### src/rtl/ugov_pkg.sv
package ugov_pkg;

   typedef enum logic [1:0] {
      GOV_HOLD = 2'd0,
      GOV_UP   = 2'd1,
      GOV_DOWN = 2'd2
   } gov_act_e;

   // Frequency multiple of table entry idx (entries rise with idx)
   function automatic int unsigned freq_mult(int unsigned base, int unsigned step,
                                             int unsigned idx);
      return base + idx * step;
   endfunction

   // Highest entry at or below 80% of entry cur, floor at entry 0
   function automatic int unsigned down_idx(int unsigned base, int unsigned step,
                                            int unsigned n, int unsigned cur);
      int unsigned r;
      r = 0;
      for (int unsigned j = 0; j < n; j++) begin
         if (10 * freq_mult(base, step, j) <= 8 * freq_mult(base, step, cur))
            r = j;
      end
      return r;
   endfunction

endpackage

### src/rtl/ugov_window.sv
module ugov_window #(
   parameter int PER_W      = 10,
   parameter int PERIOD_MIN = 4,
   parameter int PERIOD_MAX = 1000
) (
   input  logic             clk,
   input  logic             rst_n,
   input  logic             busy,
   input  logic [PER_W-1:0] period_cfg,
   output logic             win_end,
   output logic [PER_W-1:0] busy_total,
   output logic [PER_W-1:0] win_len,
   output logic [PER_W-1:0] next_len
);
   localparam logic [PER_W-1:0] MIN_V = PER_W'(PERIOD_MIN);
   localparam logic [PER_W-1:0] MAX_V = PER_W'(PERIOD_MAX);

   logic [PER_W-1:0] cnt_q;
   logic [PER_W-1:0] bcnt_q;
   logic [PER_W-1:0] len_q;

   always_comb begin
      if (period_cfg < MIN_V)
         next_len = MIN_V;
      else if (period_cfg > MAX_V)
         next_len = MAX_V;
      else
         next_len = period_cfg;
   end

   assign win_end    = (cnt_q == len_q - PER_W'(1));
   assign busy_total = bcnt_q + PER_W'(busy);
   assign win_len    = len_q;

   always_ff @(posedge clk or negedge rst_n) begin
      if (!rst_n) begin
         cnt_q  <= '0;
         bcnt_q <= '0;
         len_q  <= MIN_V;
      end else if (win_end) begin
         cnt_q  <= '0;
         bcnt_q <= '0;
         len_q  <= next_len;
      end else begin
         cnt_q  <= cnt_q + PER_W'(1);
         bcnt_q <= busy_total;
      end
   end

   // window length always inside the legal range
   a_r2_len_in_range: assert property (@(posedge clk) disable iff (!rst_n)
      (len_q >= MIN_V) && (len_q <= MAX_V));

   // position counter never passes the window end
   a_r2_cnt_below_len: assert property (@(posedge clk) disable iff (!rst_n)
      cnt_q < len_q);

   // length only reloads at a window end
   a_r2_len_reload: assert property (@(posedge clk) disable iff (!rst_n)
      !win_end |=> $stable(len_q));

endmodule

### src/rtl/ugov_decide.sv
module ugov_decide #(
   parameter int PER_W    = 10,
   parameter int THR_W    = 7,
   parameter int N_FREQ   = 8,
   parameter int F_BASE   = 2,
   parameter int F_STEP   = 2,
   parameter int DOWN_PCT = 20,
   localparam int IDX_W   = $clog2(N_FREQ)
) (
   input  logic [IDX_W-1:0]  cur_idx,
   input  logic [PER_W-1:0]  busy_total,
   input  logic [PER_W-1:0]  win_len,
   input  logic [THR_W-1:0]  up_thr,
   output logic [IDX_W-1:0]  tgt_idx,
   output ugov_pkg::gov_act_e act
);
   localparam int PROD_W = PER_W + THR_W + 1;

   logic [IDX_W-1:0]  down_tbl [N_FREQ];
   logic [PROD_W-1:0] busy_sc;
   logic [PROD_W-1:0] up_sc;
   logic [PROD_W-1:0] down_sc;
   logic              up_hit;
   logic              down_hit;

   for (genvar i = 0; i < N_FREQ; i++) begin : g_down
      assign down_tbl[i] = IDX_W'(ugov_pkg::down_idx(F_BASE, F_STEP, N_FREQ, i));
   end

   assign busy_sc  = PROD_W'(busy_total) * PROD_W'(100);
   assign up_sc    = PROD_W'(up_thr) * PROD_W'(win_len);
   assign down_sc  = PROD_W'(DOWN_PCT) * PROD_W'(win_len);
   assign up_hit   = busy_sc > up_sc;
   assign down_hit = busy_sc < down_sc;

   always_comb begin
      if (up_hit) begin
         act     = ugov_pkg::GOV_UP;
         tgt_idx = IDX_W'(N_FREQ - 1);
      end else if (down_hit) begin
         act     = ugov_pkg::GOV_DOWN;
         tgt_idx = down_tbl[cur_idx];
      end else begin
         act     = ugov_pkg::GOV_HOLD;
         tgt_idx = cur_idx;
      end
   end

endmodule

### src/rtl/ugov_scale.sv
module ugov_scale #(
   parameter int N_FREQ  = 8,
   parameter int F_BASE  = 2,
   parameter int F_STEP  = 2,
   parameter int PER_W   = 10,
   parameter int MULT_W  = 5,
   localparam int IDX_W  = $clog2(N_FREQ),
   localparam int NEXT_W = PER_W + MULT_W
) (
   input  logic [IDX_W-1:0]  idx,
   input  logic [PER_W-1:0]  len,
   output logic [NEXT_W-1:0] cycles
);
   logic [MULT_W-1:0] mult_tbl [N_FREQ];

   for (genvar i = 0; i < N_FREQ; i++) begin : g_mult
      assign mult_tbl[i] = MULT_W'(ugov_pkg::freq_mult(F_BASE, F_STEP, i));
   end

   assign cycles = NEXT_W'(len) * NEXT_W'(mult_tbl[idx]);

endmodule

### src/rtl/util_governor.sv
module util_governor #(
   parameter int N_FREQ     = 8,
   parameter int F_BASE     = 2,
   parameter int F_STEP     = 2,
   parameter int PER_W      = 10,
   parameter int PERIOD_MIN = 4,
   parameter int PERIOD_MAX = 1000,
   parameter int THR_W      = 7,
   parameter int DOWN_PCT   = 20,
   localparam int IDX_W     = $clog2(N_FREQ),
   localparam int FMAX      = F_BASE + (N_FREQ - 1) * F_STEP,
   localparam int MULT_W    = $clog2(FMAX + 1),
   localparam int NEXT_W    = PER_W + MULT_W
) (
   input  logic              clk,
   input  logic              rst_n,
   input  logic              busy,
   input  logic [PER_W-1:0]  period_cfg,
   input  logic [THR_W-1:0]  up_thr,
   output logic [IDX_W-1:0]  freq_idx,
   output logic              chg_stb,
   output logic [NEXT_W-1:0] next_cycles
);
   localparam logic [IDX_W-1:0]  TOP_IDX = IDX_W'(N_FREQ - 1);
   localparam logic [NEXT_W-1:0] RST_NEXT = NEXT_W'(PERIOD_MIN * FMAX);

   if (N_FREQ < 2 || (1 << IDX_W) != N_FREQ) begin : g_bad_nfreq
      $error("N_FREQ must be a power of two of at least 2");
   end
   if (PERIOD_MIN < 2 || PERIOD_MIN > PERIOD_MAX || PERIOD_MAX >= (1 << PER_W)) begin : g_bad_period
      $error("period limits do not fit PER_W or are out of order");
   end
   if (F_BASE < 1 || F_STEP < 1) begin : g_bad_table
      $error("frequency table must rise strictly from a non-zero base");
   end

   logic              win_end;
   logic [PER_W-1:0]  busy_total;
   logic [PER_W-1:0]  win_len;
   logic [PER_W-1:0]  next_len;
   logic [IDX_W-1:0]  tgt_idx;
   ugov_pkg::gov_act_e act;
   logic [NEXT_W-1:0] scaled;

   ugov_window #(
      .PER_W(PER_W), .PERIOD_MIN(PERIOD_MIN), .PERIOD_MAX(PERIOD_MAX)
   ) u_window (
      .clk(clk), .rst_n(rst_n), .busy(busy), .period_cfg(period_cfg),
      .win_end(win_end), .busy_total(busy_total), .win_len(win_len),
      .next_len(next_len)
   );

   ugov_decide #(
      .PER_W(PER_W), .THR_W(THR_W), .N_FREQ(N_FREQ), .F_BASE(F_BASE),
      .F_STEP(F_STEP), .DOWN_PCT(DOWN_PCT)
   ) u_decide (
      .cur_idx(freq_idx), .busy_total(busy_total), .win_len(win_len),
      .up_thr(up_thr), .tgt_idx(tgt_idx), .act(act)
   );

   ugov_scale #(
      .N_FREQ(N_FREQ), .F_BASE(F_BASE), .F_STEP(F_STEP), .PER_W(PER_W),
      .MULT_W(MULT_W)
   ) u_scale (
      .idx(tgt_idx), .len(next_len), .cycles(scaled)
   );

   always_ff @(posedge clk or negedge rst_n) begin
      if (!rst_n) begin
         freq_idx    <= TOP_IDX;
         chg_stb     <= 1'b0;
         next_cycles <= RST_NEXT;
      end else if (win_end) begin
         freq_idx    <= tgt_idx;
         chg_stb     <= (tgt_idx != freq_idx);
         next_cycles <= scaled;
      end else begin
         chg_stb     <= 1'b0;
      end
   end

   // a strobe always accompanies a real index move
   a_r6_stb_marks_change: assert property (@(posedge clk) disable iff (!rst_n)
      chg_stb |-> (freq_idx != $past(freq_idx)));

   // without a strobe the index does not move
   a_r6_quiet_holds: assert property (@(posedge clk) disable iff (!rst_n)
      !chg_stb |-> $stable(freq_idx));

   // strobe lasts one cycle
   a_r6_stb_single: assert property (@(posedge clk) disable iff (!rst_n)
      chg_stb |=> !chg_stb);

   // heavy load lands on the top entry
   a_r3_up_goes_top: assert property (@(posedge clk) disable iff (!rst_n)
      (win_end && act == ugov_pkg::GOV_UP) |=> (freq_idx == TOP_IDX));

   // light load never raises the index
   a_r4_down_not_higher: assert property (@(posedge clk) disable iff (!rst_n)
      (win_end && act == ugov_pkg::GOV_DOWN) |=> (freq_idx <= $past(freq_idx)));

   // a hold decision leaves the index alone
   a_r5_hold_keeps: assert property (@(posedge clk) disable iff (!rst_n)
      (win_end && act == ugov_pkg::GOV_HOLD) |=> $stable(freq_idx));

   // reported length moves only after a window end
   a_r7_next_stable: assert property (@(posedge clk) disable iff (!rst_n)
      !win_end |=> $stable(next_cycles));

endmodule

### config.mk
export PLATFORM = sky130hd
export DESIGN_NAME = util_governor
export DESIGN_NICKNAME = d
export VERILOG_FILES = /design/src/rtl/ugov_pkg.sv /design/src/rtl/ugov_window.sv /design/src/rtl/ugov_decide.sv /design/src/rtl/ugov_scale.sv /design/src/rtl/util_governor.sv
export SDC_FILE = /design/constraint.sdc
export NUM_CORES = 1
export LEC_CHECK = 0
export ABC_AREA = 1
export CAP_MARGIN = 20
export CORE_UTILIZATION = 35
export DETAILED_ROUTE_END_ITERATION = 6
export MAX_ROUTING_LAYER = met4
export PLACE_DENSITY = 0.5
export SKIP_CTS_REPAIR_TIMING = 1
export SLEW_MARGIN = 20
export SYNTH_ARGS = -nofsm -noshare
export SYNTH_HDL_FRONTEND = slang
export SYNTH_SLANG_ARGS = --single-unit
### constraint.sdc
create_clock -name clk -period 9.5 [get_ports clk]
set_input_delay 1.425 -clock clk [delete_from_list [all_inputs] [get_ports clk]]
set_output_delay 1.425 -clock clk [all_outputs]
set_load 0.05 [all_outputs]
==> flow_metrics.tcl <==
set metrics [dict create \
    outcome "finished, final reports clean" \
    setup_tns_ns 0 \
    dieArea_sq_um 23680 \
    hold_depth 2 \
    fin_crit_sh 0.9587 \
    critPathLaunchType "input pin" \
    peakVddDrop_mv 0.2549 \
    synth_cell_type_count 47 \
    track_usage 0.1745 \
    synth_fp_nets 1281 \
    fin_skew_ns 0.007909 \
    crit_slowest_cell "fa_1" \
    reg2reg_depth 39 \
    drc 0 \
    multi_input_area_sq_um 6264 \
    r2r_end "next_cycles[10]$_DFFE_PN0P_" \
    syn-instance-count 1055 \
    grt_antenna_before_repair 0 \
    syn_area_per_cell_sq_um 7.653 \
    fin_area_sq_um 10210 \
    hold_viol 0 \
    relSlewSlack 0.5750 \
    slowest_delay_ns 0.53 \
    fmax_ghz 0.1098 \
    synth-seq-cells 48 \
    r2r_start "u_window.win_len[2]$_DFFE_PN1P_" \
    die_w_um 153.9 \
    fillers 2296 \
    netlist_area_sq_um 8074 \
    placedInstanceArea_sq_um 9622 \
    grt_pass1_vias 6794 \
    drive_gt1_frac 0.2182 \
    wirelength_um 19310 \
    finalSetupViolations 0 \
    cts_tree "yes" \
    cts.sinks 48 \
    power_density_nw_per_um2 354.4 \
    cts_buffers 5 \
    vias_per_cell 4.608 \
    area.sequential_sq_um 1207 \
    firstDrtPassIters 4 \
    dp_hpwl_um 16150 \
    globalRouteOverflowTotal 0 \
    cap_violations 0 \
    critPathArrivalTime_ns 9.29 \
    initial_core_util 0.3566 \
    die_h_um 153.9 \
    clk_latency_ns 0.29 \
    p_total_mw 3.620 \
    syn2layout_area_growth_pct 26.50 \
    yosys_warnings 0 \
    min_path_type "register to register" \
    path_common_cell "fa_1" \
    crit_type "input pin to register" \
    drv_slew 0 \
    crit_fanout 6 \
    fp.coreArea_sq_um 22640 \
    min-delay-start "next_cycles[2]$_DFFE_PN0P_" \
    crit_required_ns 9.68 \
    clk_pin_slew_ns 0.07 \
    rows 55 \
    ant_nets 0 \
    post-route-min-period_ns 9.108 \
    wl_per_cell_um 12.92 \
    final_net_count 1435 \
    grt_max_degree 49 \
    vias 6889 \
    routabilityCongestion 0.8635 \
    synth-main-ff-cell "dfrtp_1" \
    power.leakage_nw 5.692 \
    async_flop_share 1.000 \
    placed_cells 1483 \
    seq_area_frac_synth 0.1495 \
    synth_edf_count 0 \
    drt_iter0_markers 248 \
    tightestPinTransition_ns 0.6375 \
    reg2reg_slack_ns 0.87 \
    io_pins 39 \
    n_antenna_cell 0 \
    final-instance-count-excl-fill 1495 \
    hold_slack_ns 0.4780 \
    grt_pass1_wl_um 32620 \
    hold_end "next_cycles[2]$_DFFE_PN0P_" \
    io_buffers 37 \
    cts_root_buffer "clkbuf_16" \
    cts_max_level 2 \
    clock_path_buffers 2 \
    end_kind "register" \
]
[state kept, by name, summed over array words and instances, names as in the netlist]
signal and cells:
next_cycles 14, u_window.bcnt_q 10, u_window.cnt_q 10, u_window.win_len 10, freq_idx 3, chg_stb 1
[cells by family after synthesis]
group	synth area share
buf+inv	0.1277
other cells	0.0004645
compound gates	0.08167
simple gates	0.1965
fa+ha+maj	0.3769
flops	0.1495
xor+xnor	0.06726
[worst max-delay path: cells and delay by family]
family                   cells  cell delay, ns
AND/OR/NAND/NOR             10            0.95
AO/OA/AOI/OAI                8            1.12
buffers and inverters       11            0.95
adder cells (fa/ha/maj)     11            4.56
XOR/XNOR                     2            0.29
[layout make-up]
class | count | area share
Clock buffer | 5 | 0.01225
Clock inverter | 3 | 0.002328
Inverter | 232 | 0.08551
Multi-Input combinational cell | 750 | 0.6133
Sequential cell | 48 | 0.1182
Tap cell | 285 | 0.03491
Timing Repair Buffer | 172 | 0.1335
[cells in the final DEF (no fill, tap or decap), types with 3 or more instances in the layout]
cell type | Yosys | final
nor2_2 | 3 | 10
ha_1 | 144 | 123
nand4_1 | 11 | 11
ha_2 | 0 | 5
nand3_2 | 3 | 6
clkbuf_16 | 0 | 5
inv_1 | 230 | 219
clkbuf_2 | 0 | 3
nor3_1 | 9 | 7
o21ai_0 | 22 | 17
o21ai_2 | 11 | 14
dfrtp_1 | 43 | 43
inv_2 | 1 | 12
xnor2_1 | 24 | 21
a31oi_1 | 7 | 5
o21ai_1 | 5 | 7
fa_1 | 62 | 60
o211ai_1 | 4 | 4
o21bai_1 | 4 | 4
nand2_1 | 221 | 211
nand3_1 | 29 | 26
dfstp_2 | 5 | 5
a21oi_2 | 0 | 11
and3_1 | 3 | 3
buf_4 | 5 | 134
nor2_4 | 2 | 3
a21oi_1 | 49 | 37
a211oi_1 | 3 | 3
nand2_2 | 2 | 12
ha_4 | 0 | 16
xnor2_2 | 0 | 3
clkdlybuf4s50_1 | 0 | 29
xor2_1 | 38 | 38
nor3_2 | 1 | 3
nor2_1 | 73 | 65
[worst max path at each step]
stage | start | endpoint | slack, ns | depth (start not counted)
4_1_cts | up_thr[4] | next_cycles[13]$_DFFE_PN0P_ | -0.48 | 42
6_report | up_thr[3] | next_cycles[10]$_DFFE_PN0P_ | 0.39 | 42
3_5_place_dp | up_thr[4] | next_cycles[13]$_DFFE_PN0P_ | -0.74 | 42
2_1_floorplan | up_thr[5] | next_cycles[13]$_DFFE_PN0P_ | 0.01 | 42
5_1_grt | up_thr[3] | next_cycles[12]$_DFFE_PN0P_ | -0.06 | 44
3_3_place_gp | up_thr[4] | next_cycles[13]$_DFFE_PN0P_ | -0.68 | 42
[through the flow]
| stage | util | worst slack [ns] |
|---|---|---|
| 2_1_floorplan | - | 0.01036 |
| 3_3_place_gp | 0.4250 | -0.6829 |
| 3_5_place_dp | 0.4250 | -0.7440 |
| 4_1_cts | 0.4316 | -0.4838 |
| 5_1_grt | 0.4511 | -0.05597 |
| 6_report | 0.4511 | 0.3921 |
[per-layer routing]
| metal | vias up | share of wire | track usage |
|---|---|---|---|
| met3 | 15 | 0.021 | 0.009583 |
| met1 | 3218 | 0.47 | 0.2255 |
| met5 | - | 0 | - |
| met2 | 69 | 0.49 | 0.3035 |
| met4 | 0 | 0.013 | 0.03190 |
| li1 | 3587 | - | - |
[cell usage after synthesis (2+ instances only)]
cell type / instances / share of area
nand3_2: 3 / 0.0037
buf_4: 5 / 0.0046
nor3_1: 9 / 0.0056
nand4_1: 11 / 0.0085
nand2_2: 2 / 0.0015
or2_1: 2 / 0.0015
nand2_1: 221 / 0.10
buf_6: 5 / 0.0070
dfrtp_1: 43 / 0.13
o211ai_1: 4 / 0.0037
clkbuf_1: 9 / 0.0042
fa_1: 62 / 0.15
nor2_2: 3 / 0.0023
a21o_1: 2 / 0.0019
inv_1: 230 / 0.11
nor4_1: 3 / 0.0023
o21ai_1: 5 / 0.0031
o21ai_0: 22 / 0.014
ha_1: 144 / 0.22
dfstp_2: 5 / 0.016
o21ai_2: 11 / 0.012
xor2_1: 38 / 0.041
and3_1: 3 / 0.0023
xnor2_1: 24 / 0.026
a211oi_1: 3 / 0.0028
nand3_1: 29 / 0.018
a31oi_1: 7 / 0.0054
a21oi_1: 49 / 0.030
nand3b_1: 2 / 0.0019
o21bai_1: 4 / 0.0037
nor2_4: 2 / 0.0028
buf_2: 6 / 0.0037
nor2_1: 73 / 0.034
[report_power, final]
| part | internal (mW) | total (mW) | switching [mW] |
|---|---|---|---|
| sequential | 0.219 | 0.233 | 0.0134 |
| combinational | 1.56 | 3.20 | 1.65 |
| clock | 0.0982 | 0.184 | 0.0856 |
No activity file was read; power rests on OpenSTA's default activity.
